## config.mk

```make
export PLATFORM = sky130hd
export DESIGN_NAME = pagewin_ctrl
export DESIGN_NICKNAME = d
export VERILOG_FILES = /design/src/rtl/pagewin_pkg.sv /design/src/rtl/pagewin_pagereg.sv /design/src/rtl/pagewin_offset.sv /design/src/rtl/pagewin_decode.sv /design/src/rtl/pagewin_ctrl.sv
export SDC_FILE = /design/constraint.sdc
export NUM_CORES = 1
export LEC_CHECK = 0
export ABC_AREA = 0
export BUFFER_PORTS_ARGS = -buffer_cell sky130_fd_sc_hd__buf_2
export CORE_MARGIN = 2
export CORE_UTILIZATION = 41
export CTS_BUF_LIST = sky130_fd_sc_hd__clkbuf_4 sky130_fd_sc_hd__clkbuf_8 sky130_fd_sc_hd__clkbuf_16
export DETAILED_ROUTE_END_ITERATION = 12
export PLACE_DENSITY = 0.69
export SLEW_MARGIN = 5
export SYNTH_ARGS = -nofsm -noshare
export SYNTH_HDL_FRONTEND = slang
export SYNTH_SLANG_ARGS = --single-unit
```

## constraint.sdc

```tcl
create_clock -name clk -period 1.2 [get_ports clk]
set_input_delay 0.12 -clock clk [delete_from_list [all_inputs] [get_ports clk]]
set_output_delay 0.12 -clock clk [all_outputs]
set_load 0.05 [all_outputs]
```

## src/rtl/pagewin_pkg.sv

```systemverilog
package pagewin_pkg;
  localparam int DATA_W_DEF = 8;
  localparam int LO_W_DEF   = 8;
  localparam int HI_W_DEF   = 3;
  localparam int OFS_W_DEF  = 7;
  localparam int SEL_W_DEF  = 1;

  typedef struct packed {
    logic we;
    logic oe;
  } strobe_t;
endpackage

```

## src/rtl/pagewin_pagereg.sv

```systemverilog
module pagewin_pagereg #(
  parameter int DATA_W = pagewin_pkg::DATA_W_DEF,
  parameter int LO_W   = pagewin_pkg::LO_W_DEF,
  parameter int HI_W   = pagewin_pkg::HI_W_DEF,
  localparam int PAGE_W = LO_W + HI_W
) (
  input  logic              clk,
  input  logic              rst,
  input  logic              ld_lo,
  input  logic              ld_hi,
  input  logic [DATA_W-1:0] din,
  output logic [PAGE_W-1:0] page_o
);
  logic [LO_W-1:0] lo_q;
  logic [HI_W-1:0] hi_q;

  always_ff @(posedge clk) begin
    if (rst) begin
      lo_q <= '0;
      hi_q <= '0;
    end else begin
      if (ld_lo) lo_q <= din[LO_W-1:0];
      if (ld_hi) hi_q <= din[HI_W-1:0];
    end
  end

  assign page_o = {hi_q, lo_q};
endmodule

```

## src/rtl/pagewin_offset.sv

```systemverilog
module pagewin_offset #(
  parameter int OFS_W = pagewin_pkg::OFS_W_DEF
) (
  input  logic             clk,
  input  logic             rst,
  input  logic             clr,
  input  logic             act,
  input  logic             inhibit,
  output logic [OFS_W-1:0] ofs_o
);
  logic             act_q;
  logic             step;
  logic [OFS_W-1:0] cnt_q;

  // trailing edge of the access cycle, suppressed during power fail
  assign step = act_q & ~act & ~inhibit;

  always_ff @(posedge clk) begin
    if (rst) begin
      act_q <= 1'b0;
      cnt_q <= '0;
    end else begin
      act_q <= act;
      if (clr)       cnt_q <= '0;
      else if (step) cnt_q <= cnt_q + 1'b1;
    end
  end

  assign ofs_o = cnt_q;
endmodule

```

## src/rtl/pagewin_decode.sv

```systemverilog
module pagewin_decode #(
  parameter int SEL_W = pagewin_pkg::SEL_W_DEF,
  localparam int NUM_DEV = 1 << SEL_W
) (
  input  logic               clk,
  input  logic               rst,
  input  logic               act,
  input  logic               wr_en,
  input  logic               rd_en,
  input  logic [SEL_W-1:0]   dev,
  output logic [NUM_DEV-1:0] cs_o,
  output pagewin_pkg::strobe_t strb_o
);
  pagewin_pkg::strobe_t strb_q;

  for (genvar i = 0; i < NUM_DEV; i++) begin : g_cs
    logic cs_q;
    always_ff @(posedge clk) begin
      if (rst) cs_q <= 1'b0;
      else     cs_q <= act && (dev == SEL_W'(i));
    end
    assign cs_o[i] = cs_q;
  end

  always_ff @(posedge clk) begin
    if (rst) begin
      strb_q <= '0;
    end else begin
      strb_q.we <= act & wr_en;
      strb_q.oe <= act & rd_en & ~wr_en;
    end
  end

  assign strb_o = strb_q;
endmodule

```

## src/rtl/pagewin_ctrl.sv

```systemverilog
module pagewin_ctrl #(
  parameter int DATA_W = pagewin_pkg::DATA_W_DEF,
  parameter int LO_W   = pagewin_pkg::LO_W_DEF,
  parameter int HI_W   = pagewin_pkg::HI_W_DEF,
  parameter int OFS_W  = pagewin_pkg::OFS_W_DEF,
  parameter int SEL_W  = pagewin_pkg::SEL_W_DEF,
  localparam int PAGE_W  = LO_W + HI_W,
  localparam int ADDR_W  = PAGE_W - SEL_W + OFS_W,
  localparam int NUM_DEV = 1 << SEL_W
) (
  input  logic               clk,
  input  logic               rst,
  input  logic               sel_lo,
  input  logic               sel_hi,
  input  logic               sel_mem,
  input  logic               wr_en,
  input  logic               rd_en,
  input  logic [DATA_W-1:0]  din,
  input  logic               inhibit,
  output logic [ADDR_W-1:0]  mem_addr,
  output logic [NUM_DEV-1:0] mem_cs,
  output logic               mem_we,
  output logic               mem_oe
);
  logic [PAGE_W-1:0] page;
  logic [OFS_W-1:0]  ofs;
  logic              ld_lo;
  logic              ld_hi;
  logic              act;
  pagewin_pkg::strobe_t strb;

  assign ld_lo = sel_lo & wr_en;
  assign ld_hi = sel_hi & wr_en;
  assign act   = sel_mem & (wr_en | rd_en) & ~inhibit;

  pagewin_pagereg #(.DATA_W(DATA_W), .LO_W(LO_W), .HI_W(HI_W)) u_page (
    .clk(clk), .rst(rst), .ld_lo(ld_lo), .ld_hi(ld_hi), .din(din), .page_o(page)
  );

  pagewin_offset #(.OFS_W(OFS_W)) u_ofs (
    .clk(clk), .rst(rst), .clr(ld_lo), .act(act), .inhibit(inhibit), .ofs_o(ofs)
  );

  pagewin_decode #(.SEL_W(SEL_W)) u_dec (
    .clk(clk), .rst(rst), .act(act), .wr_en(wr_en), .rd_en(rd_en),
    .dev(page[PAGE_W-1 -: SEL_W]), .cs_o(mem_cs), .strb_o(strb)
  );

  assign mem_addr = {page[PAGE_W-SEL_W-1:0], ofs};
  assign mem_we   = strb.we;
  assign mem_oe   = strb.oe;
endmodule

```

==> reports/qor.txt <==
filler-free cell count of the finished design -> 174
syn_nets -> 118
Core Area -> 2150 um2
post-route clock skew -> 0.00977 ns
# diodes -> 0
routed wire length -> 2120 um
most common library cells after synthesis -> dfxtp_1, a21oi_1, nand3_1, nand2_1
internal power summed over all cells -> 0.000987 W
RD Place Congestion -> 0.728
clock sink count -> 23
clock tree root driver cell -> clkbuf_4
via count of the routed design -> 888
data required time at the worst endpoint -> 1.45 ns
CTS Buf Count -> 3
detailed router's first-iteration violation count -> 7
share of async-settable or async-resettable flops after synthesis -> 0%
Overall Global Routing Usage -> 18.1%
worst slack after detailed placement -> -0.0378 ns
result of the run -> finished, violations left
most area-hungry cell type in the Yosys netlist -> dfxtp_1
combined flip-flop and latch cell area -> 479 um2
final hold vios -> 0
cell types with the largest area share after synthesis -> dfxtp_1, a21oi_1, nand3_1
number of fillers in the final layout -> 210
Final Slew Violations -> 0
proportion of layout cells with a drive suffix above 1 -> 46.6%
Chip Height -> 51.1 um
net count reported at finish -> 164
met3 wire length -> 142 um
Horiz. Die Dim -> 51.1 um
period utilisation layout -> 108%
violations in the final reports -> negative setup slack
Critical Path End Type -> flop
fraction of power spent switching nets -> 27.3%
die area -> 2610 um2
share of the synthesized area in the top cell type -> 50.7%
CTS HTree Levels -> 1
highest metal layer with signal wires -> met4
dominant synthesized flop cell -> dfxtp_1
part of the power in registers -> 57.9%
flop and latch count out of synthesis -> 23
worst setup path class -> flop to flop
max frequency -> 0.770 GHz
met2 wirelength from detailed routing -> 1030 um
Comb pwr share -> 14.4%
minimum clock period -> 1.30 ns
routed via count divided by cell count -> 5.10
aggregate negative setup slack -> -0.286 ns
WP data arrival -> 1.55 ns
number of max-cap violations -> 0
worst hold-check slack -> 0.0487 ns
sequential-to-total area share from yosys stat -> 50.7%
number of flops mapped to enable cells by yosys -> 0
first-pass detailed-route iteration total -> 4
power density relative to cell area -> 1080 nW/um2
synthesized area divided by synthesized cell count -> 8.99 um2
Max Fanout on Critical Path -> 4
startpoint class of the critical path -> flop
Synth-to-Final Area Change -> 38.0%
maximum vdd drop -> 747 uV
Tot Pwr -> 0.00136 W
clk_lat worst skew -> 0.31 ns
TritonCTS clock tree -> yes
buffers added on ports -> 36
Synthesis Warnings -> 0
part of the total power dissipated in the clock network -> 27.7%
kind of path behind the tightest hold check -> primary input to flop
number of rows created at floorplan -> 17
maximum number of pins on one net before global-route repair -> 17
footprint of the multi-input gates -> 430 um2
transition time at the pin with the least slew margin -> 0.409 ns
effective utilization at floorplan -> 42.3%
Setup Viol. Count Final -> 5
area of the mapped netlist -> 908 um2
I/O pin cnt -> 37
number of buffers added to fix hold violations after cts -> 0
Wirelength per Cell -> 12.2 um
number of placed instances with taps included -> 166
remaining design rule violation count -> 0
Pleak -> 0.534 nW
Max-Slew Margin vs Limit -> 72.6%
number of global-route vias before repair -> 860
Antenna Violating Nets Remaining -> 0
net switching power figure -> 0.000372 W
global-route wire length before repair -> 3500 um
unrepaired setup endpoints after global routing -> true
WL met1 -> 901 um
crit path setup slack, layout -> -0.0993 ns
gate count after technology mapping -> 101
library cell with the highest instance count after synthesis -> dfxtp_1
aggregate global routing overflow -> 0
worst-case clock buffer depth -> 2
clock-pin slew on the worst setup and hold paths -> 0.13 ns
initial antenna violation count -> 0
HPWL after DPL -> 1530 um
number of distinct library cell variants in the gate-level netlist after synthesis -> 21
==> metrics by stage <==
| stage | utilization [%] | instance area (um2) |
|---|---|---|
| CTS | 56.4 | 1210 |
| detailed placement | 54.3 | 1170 |
| global placement | 54.3 | 1170 |
| finish | 58.4 | 1250 |
| global route | 58.4 | 1250 |
| floorplan | - | 941 |
==> cells in the final DEF, fill, tap and decap left out <==
| master | count |
|---|---|
| a21oi_1 | 17 |
| a21oi_2 | 1 |
| and2_1 | 2 |
| and3b_1 | 1 |
| buf_2 | 34 |
| buf_4 | 12 |
| clkbuf_4 | 6 |
| dfxtp_1 | 16 |
| dfxtp_2 | 3 |
| dfxtp_4 | 4 |
| ha_4 | 1 |
| inv_2 | 1 |
| nand2_1 | 13 |
| nand2b_1 | 1 |
| nand2b_2 | 1 |
| nand3_1 | 14 |
| nand4b_1 | 1 |
| nor3_1 | 1 |
| nor4_1 | 1 |
| o21a_4 | 1 |
| o21ai_0 | 3 |
| o31ai_1 | 3 |
| o31ai_2 | 2 |
| or3_1 | 1 |
| or3b_4 | 1 |
| or4_1 | 4 |
| or4_4 | 1 |
==> sequential cells by signal, summed over array words and instances (netlist names) <==
register         flops
u_dec.strb_o         2
u_page.hi_q          3
u_page.lo_q          8
u_ofs.ofs_o          7
u_dec.g_cs.cs_q      2
u_ofs.act_q          1
==> worst paths after layout <==
check	start	endpoint	slack (ns)	cells past startpoint
max	u_ofs.ofs_o[2]$_SDFFE_PP0P_	u_ofs.ofs_o[4]$_SDFFE_PP0P_	-0.1	4
min	din[3]	u_page.lo_q[3]$_SDFFE_PP0P_	0.05	3
max reg2reg	u_ofs.ofs_o[2]$_SDFFE_PP0P_	u_ofs.ofs_o[4]$_SDFFE_PP0P_	-0.1	4
min reg2reg	u_page.lo_q[0]$_SDFFE_PP0P_	u_page.lo_q[0]$_SDFFE_PP0P_	0.46	2
==> metal layers <==
layer / vias to the layer above / track usage (%)
met5: - / 0
met4: 0 / 11.3
met3: 6 / 4.97
met2: 31 / 31.2
met1: 394 / 19.6
li1: 457 / -
==> worst max-delay path, cell delays in order, from the launching register on <==
cell      delay (ns)
dfxtp_4         0.37
nand4b_1        0.16
buf_4           0.18
or4_1           0.40
a21oi_1         0.13
==> cells by family after synthesis <==
group	Yosys count	synth area share (%)
flops	23	50.7
simple gates	42	24.8
buf+inv	8	5.78
compound gates	27	17.4
fa+ha+maj	1	1.38
==> what timing repair did <==
action,in CTS,in global routing
setup endpoints to repair,5,8
buffers inserted,2,2
gates resized for setup,0,8
pin swaps,1,4
==> final cells by class <==
class | instances | share of cell area [%]
sequential | 23 | 38.2
multi-input combinational | 70 | 34.3
timing repair buffer | 48 | 22.0
tap | 28 | 2.79
clock buffer | 4 | 2.40
inverter | 1 | 0.299
==> power groups by stage <==
stage                     clock network [W]  logic [W]  registers (W)
after floorplan                           0  0.0000744       0.000862
after global placement                    0   0.000189       0.000802
after detailed placement                  0   0.000194       0.000803
after CTS                          0.000395   0.000195       0.000786
after global routing               0.000420   0.000214       0.000789
final                              0.000376   0.000196       0.000787
No activity file was read; power rests on OpenSTA's default activity.
